File: config.mk
export PLATFORM = sky130hd
export DESIGN_NAME = can_fault_ctr
export DESIGN_NICKNAME = d
export VERILOG_FILES = /design/src/rtl/can_fault_pkg.sv /design/src/rtl/can_err_ctr.sv /design/src/rtl/can_fault_stat.sv /design/src/rtl/can_fault_ctr.sv
export SDC_FILE = /design/constraint.sdc
export NUM_CORES = 1
export LEC_CHECK = 0
export BUFFER_PORTS_ARGS = -buffer_cell sky130_fd_sc_hd__buf_2
export CORE_UTILIZATION = 47
export DETAILED_ROUTE_END_ITERATION = 8
export MAX_ROUTING_LAYER = met4
export PLACE_DENSITY = 0.84
export SYNTH_ARGS = -nofsm -noshare
export SYNTH_HDL_FRONTEND = slang
export SYNTH_HIERARCHICAL = 1
export SYNTH_SLANG_ARGS = --single-unit
File: constraint.sdc
create_clock -name clk_i -period 1.74 [get_ports clk_i]
set_input_delay 0.348 -clock clk_i [delete_from_list [all_inputs] [get_ports clk_i]]
set_output_delay 0.348 -clock clk_i [all_outputs]
set_load 0.05 [all_outputs]
File: src/rtl/can_fault_pkg.sv
package can_fault_pkg;
  localparam int unsigned REC_W        = 8;
  localparam int unsigned TEC_W        = 9;
  localparam int unsigned CODE_W       = 3;
  localparam int unsigned SEVERE_STEP  = 8;
  localparam int unsigned RX_RELOAD    = 120;
  localparam int unsigned RX_RELOAD_GT = 128;
  localparam int unsigned WARN_LVL     = 96;
  localparam int unsigned PASSIVE_GT   = 127;
  localparam int unsigned BUSOFF_GT    = 255;

  typedef struct packed {
    logic err;
    logic severe;
    logic ok;
  } ctr_evt_t;
endpackage

File: src/rtl/can_err_ctr.sv
module can_err_ctr #(
  parameter int unsigned W         = 8,
  parameter int unsigned STEP_BIG  = 8,
  parameter bit          RELOAD_EN = 1'b0,
  parameter int unsigned RELOAD_GT = 128,
  parameter int unsigned RELOAD_V  = 120
) (
  input  logic                      clk_i,
  input  logic                      rst_ni,
  input  can_fault_pkg::ctr_evt_t   evt_i,
  input  logic                      hold_i,
  input  logic                      clear_i,
  output logic [W-1:0]              cnt_o
);
  localparam logic [W-1:0] CNT_MAX = {W{1'b1}};

  logic [W-1:0] cnt_q, cnt_d, dec_v;
  logic [W:0]   sum;

  assign sum = {1'b0, cnt_q} + (evt_i.severe ? (W+1)'(STEP_BIG) : (W+1)'(1));

  generate
    if (RELOAD_EN) begin : g_reload
      always_comb begin
        if (cnt_q > W'(RELOAD_GT))  dec_v = W'(RELOAD_V);
        else if (cnt_q != '0)       dec_v = cnt_q - W'(1);
        else                        dec_v = '0;
      end
    end else begin : g_plain
      assign dec_v = (cnt_q != '0) ? cnt_q - W'(1) : '0;
    end
  endgenerate

  always_comb begin
    cnt_d = cnt_q;
    if (clear_i)            cnt_d = '0;
    else if (!hold_i) begin
      if (evt_i.err)        cnt_d = sum[W] ? CNT_MAX : sum[W-1:0];
      else if (evt_i.ok)    cnt_d = dec_v;
    end
  end

  always_ff @(posedge clk_i or negedge rst_ni) begin
    if (!rst_ni) cnt_q <= '0;
    else         cnt_q <= cnt_d;
  end

  assign cnt_o = cnt_q;
endmodule

File: src/rtl/can_fault_stat.sv
module can_fault_stat #(
  parameter int unsigned REC_W  = 8,
  parameter int unsigned TEC_W  = 9,
  parameter int unsigned CODE_W = 3
) (
  input  logic              clk_i,
  input  logic              rst_ni,
  input  logic [REC_W-1:0]  rec_i,
  input  logic [TEC_W-1:0]  tec_i,
  input  logic              err_evt_i,
  input  logic [CODE_W-1:0] code_i,
  input  logic              clr_i,
  output logic              warn_o,
  output logic              passive_o,
  output logic              busoff_o,
  output logic [31:0]       status_o
);
  import can_fault_pkg::*;

  localparam int unsigned RSVD_W = 16 - CODE_W - 4;

  logic [CODE_W-1:0] lec_q;

  always_ff @(posedge clk_i or negedge rst_ni) begin
    if (!rst_ni)        lec_q <= '0;
    else if (err_evt_i) lec_q <= code_i;
    else if (clr_i)     lec_q <= '0;
  end

  assign warn_o    = (rec_i >= REC_W'(WARN_LVL)) || (tec_i >= TEC_W'(WARN_LVL));
  assign passive_o = (rec_i > REC_W'(PASSIVE_GT)) || (tec_i > TEC_W'(PASSIVE_GT));
  assign busoff_o  = tec_i > TEC_W'(BUSOFF_GT);

  assign status_o = {rec_i, tec_i[7:0], {RSVD_W{1'b0}}, lec_q, 1'b0,
                     busoff_o, passive_o, warn_o};
endmodule

File: src/rtl/can_fault_ctr.sv
module can_fault_ctr (
  input  logic        clk_i,
  input  logic        rst_ni,
  input  logic        rx_err_i,
  input  logic        rx_err_severe_i,
  input  logic        rx_ok_i,
  input  logic        tx_err_i,
  input  logic        tx_err_severe_i,
  input  logic        tx_ok_i,
  input  logic        recover_i,
  input  logic [2:0]  err_code_i,
  input  logic        lec_clr_i,
  output logic [7:0]  rec_o,
  output logic [8:0]  tec_o,
  output logic        warn_o,
  output logic        passive_o,
  output logic        busoff_o,
  output logic [31:0] status_o
);
  import can_fault_pkg::*;

  ctr_evt_t rx_evt, tx_evt;
  logic     busoff, clear, err_evt;

  assign rx_evt  = '{err: rx_err_i, severe: rx_err_severe_i, ok: rx_ok_i};
  assign tx_evt  = '{err: tx_err_i, severe: tx_err_severe_i, ok: tx_ok_i};
  assign clear   = recover_i & busoff;
  // strobes during bus-off are dropped, so they must not touch the code either
  assign err_evt = (rx_err_i | tx_err_i) & ~busoff;

  can_err_ctr #(
    .W(REC_W), .STEP_BIG(SEVERE_STEP), .RELOAD_EN(1'b1),
    .RELOAD_GT(RX_RELOAD_GT), .RELOAD_V(RX_RELOAD)
  ) rx_ctr_i (
    .clk_i(clk_i), .rst_ni(rst_ni), .evt_i(rx_evt),
    .hold_i(busoff), .clear_i(clear), .cnt_o(rec_o)
  );

  can_err_ctr #(
    .W(TEC_W), .STEP_BIG(SEVERE_STEP), .RELOAD_EN(1'b0),
    .RELOAD_GT(0), .RELOAD_V(0)
  ) tx_ctr_i (
    .clk_i(clk_i), .rst_ni(rst_ni), .evt_i(tx_evt),
    .hold_i(busoff), .clear_i(clear), .cnt_o(tec_o)
  );

  can_fault_stat #(
    .REC_W(REC_W), .TEC_W(TEC_W), .CODE_W(CODE_W)
  ) stat_i (
    .clk_i(clk_i), .rst_ni(rst_ni), .rec_i(rec_o), .tec_i(tec_o),
    .err_evt_i(err_evt), .code_i(err_code_i), .clr_i(lec_clr_i),
    .warn_o(warn_o), .passive_o(passive_o), .busoff_o(busoff),
    .status_o(status_o)
  );

  assign busoff_o = busoff;
endmodule

== After elaboration in Yosys (flattened, before gate mapping) ==
Index checks and enable logic that the tools add are counted.
Operators by class
  $lt $le $gt $ge: 6
  bitwise operators: 4
  multiplexer cells: 17
  reduce and logical (&&, ||, !) cells: 9
  eq/ne operators: 1
  shift operators: 0
  multipliers: 0
  divide/modulo/power cells: 0
  $add $sub $neg: 4
Operator list (count)
  8-bit 2-to-1 mux: 7
  9-bit 2-to-1 mux: 6
  9-bit by 10-bit adder with 10-bit output: 1
  8-bit by 9-bit adder with 9-bit output: 1
  9-bit by 7-bit greater-or-equal comparator with 1-bit output (second input constant): 1
  9-bit by 7-bit greater-than comparator with 1-bit output (second input constant): 1
  9-bit by 8-bit greater-than comparator with 1-bit output (second input constant): 1
  9-bit nonzero test: 1
  9-bit by 1-bit subtractor with 9-bit output (second input constant): 1
  8-bit by 7-bit greater-or-equal comparator with 1-bit output (second input constant): 1
  8-bit by 7-bit greater-than comparator with 1-bit output (second input constant): 1
  8-bit greater-than comparator (second input constant): 1
  4-bit 2-to-1 mux: 2
  8-bit nonzero test: 1
  8-bit by 1-bit subtractor with 8-bit output (second input constant): 1
  3-bit 2-to-1 mux: 2
  3-bit nonzero test: 2
  2-bit AND reduction: 2
  1-bit AND: 2
  1-bit logical OR: 2
  2-bit by 1-bit != test with 1-bit output (second input constant): 1
  2-bit nonzero test: 1
  1-bit NOT: 1
  1-bit OR: 1
Storage, ports and cells
  bits in latches: 0
  bits in writable memories: 0
  flip-flop bits (word level): 20
  ROM bits: 0
  output and inout port bits: 52
  memories: 0
  word-level logic and storage cells: 44

== Longest topological paths before layout ==
  depth after elaboration: 7
  depth in mapped cells: 8

== Cells and area by module ==
The synthesis kept the hierarchy.
Modules (own cells, without submodules)
  can_err_ctr (tx_ctr_i): sequential area each 225.2 µm², instances 1, area each 898.4 µm², cells an instance 110
  can_err_ctr (rx_ctr_i): sequential area each 200.2 µm², instances 1, area each 894.6 µm², cells an instance 113
  can_fault_stat: sequential area each 75.1 µm², instances 1, area each 351.6 µm², cells an instance 40
  can_fault_ctr: sequential area each 0.0 µm², instances 1, area each 17.5 µm², cells an instance 2

== Least setup slack after synthesis ==
No wires, ideal clock.
  path kind: reg2reg
  from: register tx_ctr_i.cnt_q[8] (netlist: tx_ctr_i/cnt_o[8])
  to: register tx_ctr_i.cnt_q[7] (netlist: tx_ctr_i/cnt_o[7])
  cell stages (with the launch flop): 8
  setup time: 0.133 ns
  data arrival time: 2.389 ns
  setup slack: -0.782 ns
  cell sequence: dfrtp_1 clkbuf_1 and2_2 inv_1 and2_1 buf_4 o41ai_1 a21oi_1
Between the ends
  elaborated cells between the ends (all ways): 13
RTL lines
  from (decl): RTL line can_err_ctr.sv:17  | logic [W-1:0] cnt_q, cnt_d, dec_v;
  from (signal assigned): RTL line can_err_ctr.sv:45  | else cnt_q <= cnt_d;
  9-bit by 8-bit greater-than comparator with 1-bit output *: RTL line can_fault_stat.sv:32  | assign busoff_o = tec_i > TEC_W'(BUSOFF_GT);
  net busoff_o: RTL line can_fault_ctr.sv:17  | output logic busoff_o,
  1-bit AND *: RTL line can_fault_ctr.sv:27  | assign clear = recover_i & busoff;
  net clear: RTL line can_fault_ctr.sv:23  | logic busoff, clear, err_evt;
  2-bit by 1-bit != test with 1-bit output (no source line) or 3-bit nonzero test (tied branches)
  2-bit AND reduction (no source line)
The timed path passes the listed nets; every way through them passes the cells marked *. The select of a mux whose other input is x is not followed.
A chain may end at the register's enable or synchronous reset.

== Worst setup path in the final report ==
  from: register rx_ctr_i.cnt_q[7] (netlist: rx_ctr_i/cnt_o[7])
  to: output status_o[0]
Between the ends
  longest elaborated chain between the ends: 2
RTL lines
  from (decl): RTL line can_err_ctr.sv:17
  from (signal assigned): RTL line can_err_ctr.sv:45
  8-bit by 7-bit greater-or-equal comparator with 1-bit output: RTL line can_fault_stat.sv:30  | assign warn_o = (rec_i >= REC_W'(WARN_LVL)) || (tec_i >= TEC_W'(WARN_LVL));
  1-bit logical OR: RTL line can_fault_stat.sv:30
  to (decl): RTL line can_fault_ctr.sv:18  | output logic [31:0] status_o
No other way between the ends.

==> metrics.md <==
| Metric | Value |
|---|---|
| Cts hold-fix bufs | `0` |
| Area leader, netlist | `dfrtp_1` |
| Post-route ant nets | `0` |
| Placed inst area | `0.00267 mm^2` |
| Max Cap Violations | `0` |
| Routed len/inst | `17.3 um` |
| Async set-or-reset flop fraction in the synthesized netlist | `100%` |
| Startpoint type of the worst setup path | `register` |
| CP max-delay cell | `dfrtp_4` |
| GPL Wtd Cong | `0.997` |
| Area share of the largest cell type after synthesis | `23.1%` |
| Antenna Diode Count | `0` |
| Syn Std Cell Area | `0.00216 mm^2` |
| Final Cycle Share | `113%` |
| FMAX | `508 MHz` |
| Share of cells above drive strength 1 | `52.6%` |
| Crit end category | `output port` |
| CTS Buf Count | `3` |
| Sequential fraction of the synthesis area | `23.1%` |
| CP arrival | `1620 ps` |
| Most common cell in the netlist | `buf_4` |
| Dominant cells by area after synthesis | `dfrtp_1, buf_4, ha_1, nand2_1, nor2_1` |
| Area of the core | `0.00438 mm^2` |
| # nets final | `367` |
| Final Hold Fails | `0` |
| Largest net degree at the start of global routing | `21` |
| Top delay family on crit path | `flip-flops` |
| Post-layout minimum cycle time | `1970 ps` |
| Post-synth top cells | `buf_4, dfrtp_1, nand2_1, nor2_1` |
| Final WL | `6870 um` |
| Placement Setup Slack | `-83.8 ps` |
| Worst-Margin Slew | `506 ps` |
| DR iter-0 viols | `250` |
| Port bufs | `54` |
| WP buf/inv | `1` |
| Dpl hpwl | `4790 um` |
| Die W | `69.8 um` |
| CTS Buffer Depth | `2` |
| Die ar. | `0.00488 mm^2` |
| YS warnings | `6` |
| Starting Density | `49.3%` |
| Via Count | `2454` |
| Post-route cell area | `0.00305 mm^2` |
| Fill cells | `309` |
| Yosys reg bits | `20` |
| Ys flop type | `dfrtp_1` |
| Grt total ovfl | `0` |
| Global-route wire length before repair | `10500 um` |
| Critical Path Max Stage Delay | `480 ps` |
| Number of flops mapped to enable cells by yosys | `0` |
| Critical path class | `reg -> out` |
| # rows | `24` |
| CTS HTree Levels | `1` |
| Final clock skew | `5.62 ps` |
| Hold crit path type | `in -> async` |
| Initial antenna violation count | `0` |
| Area Overhead vs Synth | `40.9%` |
| Failing checks | `setup timing` |
| Clk slew on worst S/H paths | `90 ps` |
| CP max FO | `3` |
| Headroom to the max-slew limit | `66.3%` |
| CTS tree | `yes` |
| GRT Util Overall | `27.6%` |
| # DRC | `0` |
| CTS Root Buffer Type | `clkbuf_8` |
| Setup Viol. Count Final | `7` |
| CP Cell Sequence | `or3_4 -> a221o_4 -> buf_8` |
| Mapped Avg Cell Area | `8.16 um^2` |
| Avg Vias per Cell | `6.20` |
| Die extent in y | `69.8 um` |
| Vias in the first global route | `2193` |
| Distinct cell type count after synthesis | `68` |
| TritonRoute pass-1 iters | `5` |
| RSZ-0062 raised after global routing | `true` |
| Post-Syn Instances | `265` |
| Outcome | `complete, but fails checks` |
| Required time of the critical path | `1390 ps` |
| Clock sink total | `20` |
| Worst-Skew Late Latency | `280 ps` |
| Slew Limit Fails | `0` |
| I/O pin total | `65` |
| Final worst slack | `-228 ps` |
per-layer routing:
layer | GRT usage (%) | part of all wire (%)
met1 | 39.5 | 42
met5 | - | 0
met2 | 40.4 | 48
met3 | 2.18 | 8.0
met4 | 10.7 | 2.0
final timing paths:
path                              startpoint  slack, ps           endpoint  cells past startpoint
setup reg to reg           tx_ctr_i/cnt_o[1]        -80  tx_ctr_i/cnt_o[8]                      6
hold / removal                        rst_ni         20  rx_ctr_i/cnt_o[7]                      1
max in group asynchronous             rst_ni       1340  rx_ctr_i/cnt_o[7]                      1
hold reg to reg              stat_i/lec_q[2]        510    stat_i/lec_q[2]                      1
setup / recovery           rx_ctr_i/cnt_o[7]       -230        status_o[0]                      3
min in group clk_i             err_code_i[2]        290    stat_i/lec_q[2]                      2
sequential cells by signal, summed over array words and instances, names as in the netlist:
name            count
tx_ctr_i/cnt_o      9
rx_ctr_i/cnt_o      8
stat_i/lec_q        3
per-stage QoR:
stage          utilization (%)  setup TNS, ps  hold WS, ps  std cells
2_1_floorplan                -          -1870         52.4        274
3_3_place_gp              60.8          -88.4          347        383
3_5_place_dp              60.8           -432          344        383
4_1_cts                   63.8           -566         41.2        391
5_1_grt                   69.5          -1220         73.7        396
6_report                  69.5           -778         24.5        396
placed cells by master, fill, tap and decap left out, types with 3 or more instances in the layout:
| cell type | synthesis | final |
|---|---|---|
| a21oi_1 | 14 | 12 |
| a22o_1 | 3 | 3 |
| and2_4 | 0 | 3 |
| buf_2 | 3 | 52 |
| buf_4 | 31 | 50 |
| buf_6 | 2 | 5 |
| clkbuf_8 | 2 | 4 |
| conb_1 | 1 | 10 |
| dfrtp_1 | 20 | 6 |
| dfrtp_2 | 0 | 13 |
| ha_2 | 0 | 3 |
| ha_4 | 0 | 4 |
| inv_1 | 12 | 10 |
| nand2_1 | 19 | 19 |
| nand3_1 | 10 | 9 |
| nor2_1 | 19 | 16 |
| nor2_4 | 0 | 4 |
| nor3_1 | 8 | 7 |
| o211ai_1 | 4 | 4 |
| o21ai_0 | 14 | 7 |
| o21ai_1 | 3 | 6 |
| o21ai_2 | 0 | 3 |
| o221ai_1 | 5 | 4 |
| o31ai_1 | 4 | 3 |
| or3_1 | 4 | 3 |
| xnor2_1 | 5 | 5 |
logic make-up (layout without fill, tap and decap cells):
| kind of cell | count (synthesis) | in the layout | share of synthesized area [%] |
|---|---|---|---|
| buffers and inverters | 55 | 125 | 16.7 |
| AO/OA/AOI/OAI | 82 | 82 | 28.2 |
| flip-flops | 20 | 20 | 23.1 |
| adder cells (fa/ha/maj) | 9 | 9 | 5.21 |
| AND/OR/NAND/NOR | 91 | 91 | 23.7 |
| XOR/XNOR | 7 | 7 | 2.84 |
| other | 1 | 10 | 0.173 |
what timing repair did:
action	CTS	global route
resized for setup	14	46
buffers inserted	4	7
setup endpoints to repair	9	18
pin swaps	10	23
final cells by class:
class	instances	area, um^2	share of cell area [%]
Multi-Input combinational cell	199	1640	53.8
Timing Repair Buffer	109	722	23.7
Sequential cell	20	520	17.1
Tap cell	52	65.1	2.14
Clock buffer	4	55.1	1.81
Inverter	12	45.0	1.48
Power is left out: the tool's default activity adds up to more than one toggle a clock period on the data nets, which glitch-free logic cannot reach.
